==> config.mk <==
export PLATFORM = sky130hd
export DESIGN_NAME = mcastHashFilter
export DESIGN_NICKNAME = d
export VERILOG_FILES = /design/src/rtl/mcastHashPkg.sv /design/src/rtl/mcastHashCtrl.sv /design/src/rtl/mcastHashDatapath.sv /design/src/rtl/mcastHashFilter.sv
export SDC_FILE = /design/constraint.sdc
export NUM_CORES = 1
export LEC_CHECK = 0
export BUFFER_PORTS_ARGS = -buffer_cell sky130_fd_sc_hd__buf_2
export CORE_UTILIZATION = 50
export CTS_CLUSTER_SIZE = 30
export DETAILED_ROUTE_END_ITERATION = 16
export GPL_ROUTABILITY_DRIVEN = 0
export PLACE_DENSITY = 0.77
export SLEW_MARGIN = 20
export SYNTH_ARGS = -nofsm -noshare
export SYNTH_HDL_FRONTEND = slang
export SYNTH_SLANG_ARGS = --single-unit
export TNS_END_PERCENT = 100
==> constraint.sdc <==
create_clock -name clk -period 2.1 [get_ports clk]
set_clock_uncertainty 0.05 [all_clocks]
set_input_delay 0.315 -clock clk [delete_from_list [all_inputs] [get_ports clk]]
set_output_delay 0.315 -clock clk [all_outputs]
set_load 0.01 [all_outputs]
==> src/rtl/mcastHashPkg.sv <==
package mcastHashPkg;
  localparam logic [31:0] ETH_POLY = 32'h04C11DB7;

  typedef struct packed {
    logic preset;    // reload CRC with all ones
    logic shift;     // absorb bitIn
    logic firstBit;  // capture group bit
    logic evaluate;  // produce result this edge
  } ctrlStrobes_t;
endpackage

==> src/rtl/mcastHashCtrl.sv <==
module mcastHashCtrl
  import mcastHashPkg::*;
#(
  parameter int ADDR_BITS = 48
) (
  input  logic         clk,
  input  logic         rstN,
  input  logic         startStrb,
  input  logic         bitValid,
  output ctrlStrobes_t strobes
);
  localparam int CNT_W = $clog2(ADDR_BITS + 1);

  logic             active;
  logic [CNT_W-1:0] bitCount;
  logic             evalPending;
  logic             lastBit;

  always_comb begin
    strobes.preset   = startStrb;
    strobes.shift    = bitValid && active && !startStrb;
    strobes.firstBit = strobes.shift && (bitCount == '0);
    strobes.evaluate = evalPending;
    lastBit          = strobes.shift && (bitCount == CNT_W'(ADDR_BITS - 1));
  end

  always_ff @(posedge clk) begin
    if (!rstN) begin
      active      <= 1'b0;
      bitCount    <= '0;
      evalPending <= 1'b0;
    end else begin
      evalPending <= lastBit;
      if (startStrb) begin
        active   <= 1'b1;
        bitCount <= '0;
      end else if (strobes.shift) begin
        bitCount <= bitCount + 1'b1;
        if (lastBit) active <= 1'b0;
      end
    end
  end
endmodule

==> src/rtl/mcastHashDatapath.sv <==
module mcastHashDatapath
  import mcastHashPkg::*;
#(
  parameter int          CRC_W = 32,
  parameter int          SEL_W = 6,
  parameter logic [CRC_W-1:0] POLY = ETH_POLY[CRC_W-1:0]
) (
  input  logic                  clk,
  input  logic                  rstN,
  input  ctrlStrobes_t          strobes,
  input  logic                  bitIn,
  input  logic [(1<<SEL_W)-1:0] filterMask,
  output logic                  matchValid,
  output logic                  matchHit
);
  logic [CRC_W-1:0] crcReg;
  logic [CRC_W-1:0] crcNext;
  logic [SEL_W-1:0] bucketSel;
  logic             groupBit;
  logic             feedback;

  always_comb begin
    feedback  = crcReg[CRC_W-1] ^ bitIn;
    crcNext   = {crcReg[CRC_W-2:0], 1'b0} ^ (feedback ? POLY : '0);
    bucketSel = crcReg[CRC_W-1 -: SEL_W];
  end

  always_ff @(posedge clk) begin
    if (!rstN) begin
      crcReg     <= '1;
      groupBit   <= 1'b0;
      matchValid <= 1'b0;
      matchHit   <= 1'b0;
    end else begin
      if (strobes.preset)     crcReg <= '1;
      else if (strobes.shift) crcReg <= crcNext;
      if (strobes.preset)        groupBit <= 1'b0;
      else if (strobes.firstBit) groupBit <= bitIn;
      matchValid <= strobes.evaluate;
      matchHit   <= strobes.evaluate && groupBit && filterMask[bucketSel];
    end
  end
endmodule

==> src/rtl/mcastHashFilter.sv <==
module mcastHashFilter
  import mcastHashPkg::*;
#(
  parameter int ADDR_BITS = 48,
  parameter int CRC_W     = 32,
  parameter int SEL_W     = 6,
  localparam int FILTER_W = 1 << SEL_W
) (
  input  logic                clk,
  input  logic                rstN,
  input  logic                startStrb,
  input  logic                bitValid,
  input  logic                bitIn,
  input  logic [FILTER_W-1:0] filterMask,
  output logic                matchValid,
  output logic                matchHit
);
  ctrlStrobes_t strobes;

  mcastHashCtrl #(.ADDR_BITS(ADDR_BITS)) u_ctrl (
    .clk(clk), .rstN(rstN), .startStrb(startStrb),
    .bitValid(bitValid), .strobes(strobes)
  );

  mcastHashDatapath #(.CRC_W(CRC_W), .SEL_W(SEL_W)) u_dp (
    .clk(clk), .rstN(rstN), .strobes(strobes), .bitIn(bitIn),
    .filterMask(filterMask), .matchValid(matchValid), .matchHit(matchHit)
  );
endmodule

==> reports/qor.tcl <==
set qor(critical_path.startpoint_type) {flop}
set qor(irDropWorstVdd_v) 0.000546
set qor(layout_setup_ws_ns) 0.217
set qor(first_pass_grt_wire_length_mm) 6.80
set qor(port_buffers) 70
set qor(synth_xor_area_frac) 0.0751
set qor(netlist_instances) 236
set qor(multiplexer_share_of_the_synthesized_area) 0.196
set qor(route.antenna.remaining_nets) 0
set qor(grt_most_used_layer) {met2}
set qor(post_synth_fa_ha_maj_area_fraction) 0.0113
set qor(postCtsResizedCells) 0
set qor(groute.layer.met3.usage) 0.0510
set qor(cts_root_buffer) {sky130_fd_sc_hd__clkbuf_8}
set qor(yosysWarnings) 0
set qor(final_hold_fails) 0
set qor(wire_per_inst_um) 13.4
set qor(cts_tree) {built}
set qor(synth_top_family_by_area) {simple AND/OR/NAND/NOR gates}
set qor(dp.final_hpwl_mm) 3.42
set qor(core_outline_area_um2) 4120
set qor(routed_wl_mm) 4.72
set qor(ys_dominant_reg_cell) {sky130_fd_sc_hd__dfxtp_1}
set qor(chipWidth_um) 68.6
set qor(timing_worst_setup_path_type) {flop to flop}
set qor(overflow) 0
set qor(postSynth.asyncResetShare) 0
set qor(initial_antenna_violation_count) 0
set qor(route.detailed.vias_per_inst) 5.28
set qor(fp.dieArea_um2) 4700
set qor(netlist_top_cells_count) {sky130_fd_sc_hd__nand2_1 (63), sky130_fd_sc_hd__dfxtp_1 (43), sky130_fd_sc_hd__nand3_1 (23)}
set qor(grt_setup_unrepaired) {false}
set qor(synthesis.area_um2) 2220
set qor(run_status) {finished clean}
set qor(synth_compound_gate_area_share) 0.0751
set qor(synth_seq_cells) 43
set qor(grt_util_met1) 0.234
set qor(power.density_nw_per_um2) 678
set qor(fp-row-count) 23
set qor(crit_arrival_ns) 2.00
set qor(detailed_route_iter0_violations) 113
set qor(grtUsageMet2) 0.333
set qor(setup_viol) 0
set qor(ioPinCount) 71
set qor(final_worst_path_cycle_share) 0.897
set qor(initial_core_util) 0.539
set qor(antenna_cells) 0
set qor(area_growth_pct) 23.2
set qor(drcViolationCount) 0
set qor(cts_max_path_buffers) 2
set qor(detailroute.via_count) 1857
set qor(tns_ns) 0
set qor(postSynthNetCount) 307
set qor(post_route_cells_drive_above_1_share) 0.321
set qor(first_global_vias) 1595
set qor(fmax_ghz) 0.531
set qor(synth_seq_area_share) 0.388
set qor(design.final.nets) 372
set qor(clock_insertion_delay_worst_skew_ns) 0.29
set qor(final_period_minus_worst_setup_slack_ns) 1.88
set qor(globalRouteTotalUtil) 0.196
set qor(worstSetupEndpointType) {flop}
set qor(synth_simple_gate_area_share) 0.207
set qor(synth_enable_flop_cells) 0
set qor(p_leak_nw) 1.31
set qor(synth.top_cells.by_area) {sky130_fd_sc_hd__dfxtp_1 (39%), sky130_fd_sc_hd__nand2_1 (11%), sky130_fd_sc_hd__mux4_2 (10%)}
set qor(grt_start_max_net_pins) 48
set qor(cts-hold-fix-buffers) 0
set qor(post-cts-setup-buffers) 0
set qor(synth.largest_area_cell) {sky130_fd_sc_hd__dfxtp_1}
set qor(maxCapViolCount) 0
set qor(slew_violations) 0
set qor(timing_worst_slew_pin_value_ns) 0.772
set qor(synth_most_common_cell) {sky130_fd_sc_hd__nand2_1}
set qor(synth_largest_type_area_fraction) 0.388
set qor(yosys.cell_types.count) 34
set qor(post_synth.cell_area_avg_um2) 9.39
set qor(timing.hold.worst.class) {primary input to flop}
set qor(numClockSinks) 43
set qor(path_max_fanout) 12
set qor(detailedPlace.worstSlack_ns) 0.209
set qor(tritoncts.num_buffers) 5
set qor(first_pass_iters) 4
set qor(clock_tree.htree_level_count) 2
set qor(clk_pin_slew_worst_paths_ns) 0.08
set qor(required_ns) 2.22
set qor(chipHeight_um) 68.6
set qor(max_slew_margin) 0.485
[area by class of cell]
class / count / area (um2)
clock buffers: 5 / 68.8
clock inverters: 3 / 67.6
fillers: 364 / 1380
inverters: 4 / 15.0
multi-input cells: 170 / 1250
flip-flops and latches: 43 / 861
well taps: 50 / 62.6
repair buffers: 77 / 403
[critical path, cell delays in order, from the launching register on]
cell and delay, ns:
sky130_fd_sc_hd__dfxtp_1 0.42, sky130_fd_sc_hd__buf_4 0.27, sky130_fd_sc_hd__mux4_1 0.57, sky130_fd_sc_hd__nand2_1 0.08, sky130_fd_sc_hd__nand2_1 0.04, sky130_fd_sc_hd__o31ai_1 0.24, sky130_fd_sc_hd__o41ai_1 0.10
[sequential cells by signal (all words and copies together) (netlist names)]
| register | flops |
|---|---|
| u_dp.crcReg | 32 |
| u_ctrl.bitCount | 6 |
| u_ctrl.active | 1 |
| u_ctrl.evalPending | 1 |
| u_dp.groupBit | 1 |
| u_dp.matchHit | 1 |
| u_dp.matchValid | 1 |
[layer usage]
layer / vias up / share of wire
li1: 957 / -
met1: 860 / 0.43
met2: 34 / 0.51
met3: 6 / 0.039
met4: 0 / 0.013
met5: - / 0
[kinds of logic after synthesis]
group | count (synthesis)
simple gates | 105
flops | 43
xor+xnor | 19
buf+inv | 23
mux | 21
compound gates | 23
fa+ha+maj | 2
[per-stage QoR]
step                total power [mW]  area (um2)   util  std cells  hold slack, ns
global placement                1.11        2590  0.631        344           0.400
detailed placement              1.12        2590  0.631        344           0.404
finish                          1.85        2730  0.664        352           0.258
CTS                             1.87        2730  0.664        352           0.249
global route                    1.93        2730  0.664        352           0.261
floorplan                       1.03        2220      -        236           0.390
[layout by cell type, fill, tap and decap left out, types with 2 or more instances in the layout]
cell type	n
sky130_fd_sc_hd__buf_2	70
sky130_fd_sc_hd__nand2_1	63
sky130_fd_sc_hd__dfxtp_1	43
sky130_fd_sc_hd__nand3_1	23
sky130_fd_sc_hd__xnor2_1	17
sky130_fd_sc_hd__o211ai_1	14
sky130_fd_sc_hd__mux4_2	10
sky130_fd_sc_hd__nor2_1	7
sky130_fd_sc_hd__buf_4	7
sky130_fd_sc_hd__mux4_1	6
sky130_fd_sc_hd__clkbuf_8	5
sky130_fd_sc_hd__inv_1	4
sky130_fd_sc_hd__mux2i_1	4
sky130_fd_sc_hd__and2_1	2
sky130_fd_sc_hd__xor2_1	2
sky130_fd_sc_hd__nor4_1	2
sky130_fd_sc_hd__o21ai_0	2
sky130_fd_sc_hd__nand3b_1	2
sky130_fd_sc_hd__ha_1	2
sky130_fd_sc_hd__bufinv_16	2
[path summary, 6_finish.rpt]
path | startpoint | endpoint | slack [ns] | cells past startpoint
setup / recovery | u_dp.crcReg[27]$_SDFFE_PP1P_ | u_dp.matchHit$_SDFF_PN0_ | 0.22 | 6
hold / removal | bitIn | u_dp.groupBit$_SDFFE_PP0P_ | 0.26 | 3
setup reg to reg | u_dp.crcReg[27]$_SDFFE_PP1P_ | u_dp.matchHit$_SDFF_PN0_ | 0.22 | 6
hold reg to reg | u_dp.crcReg[13]$_SDFFE_PP1P_ | u_dp.crcReg[14]$_SDFFE_PP1P_ | 0.42 | 2
[where the power goes]
group,leakage [nW],total (mW),switching (mW),internal [mW]
registers,0.350,0.852,0.0171,0.835
logic,0.894,0.245,0.107,0.137
clock network,0.0644,0.754,0.280,0.474
Power figures use the tool's default switching activity.
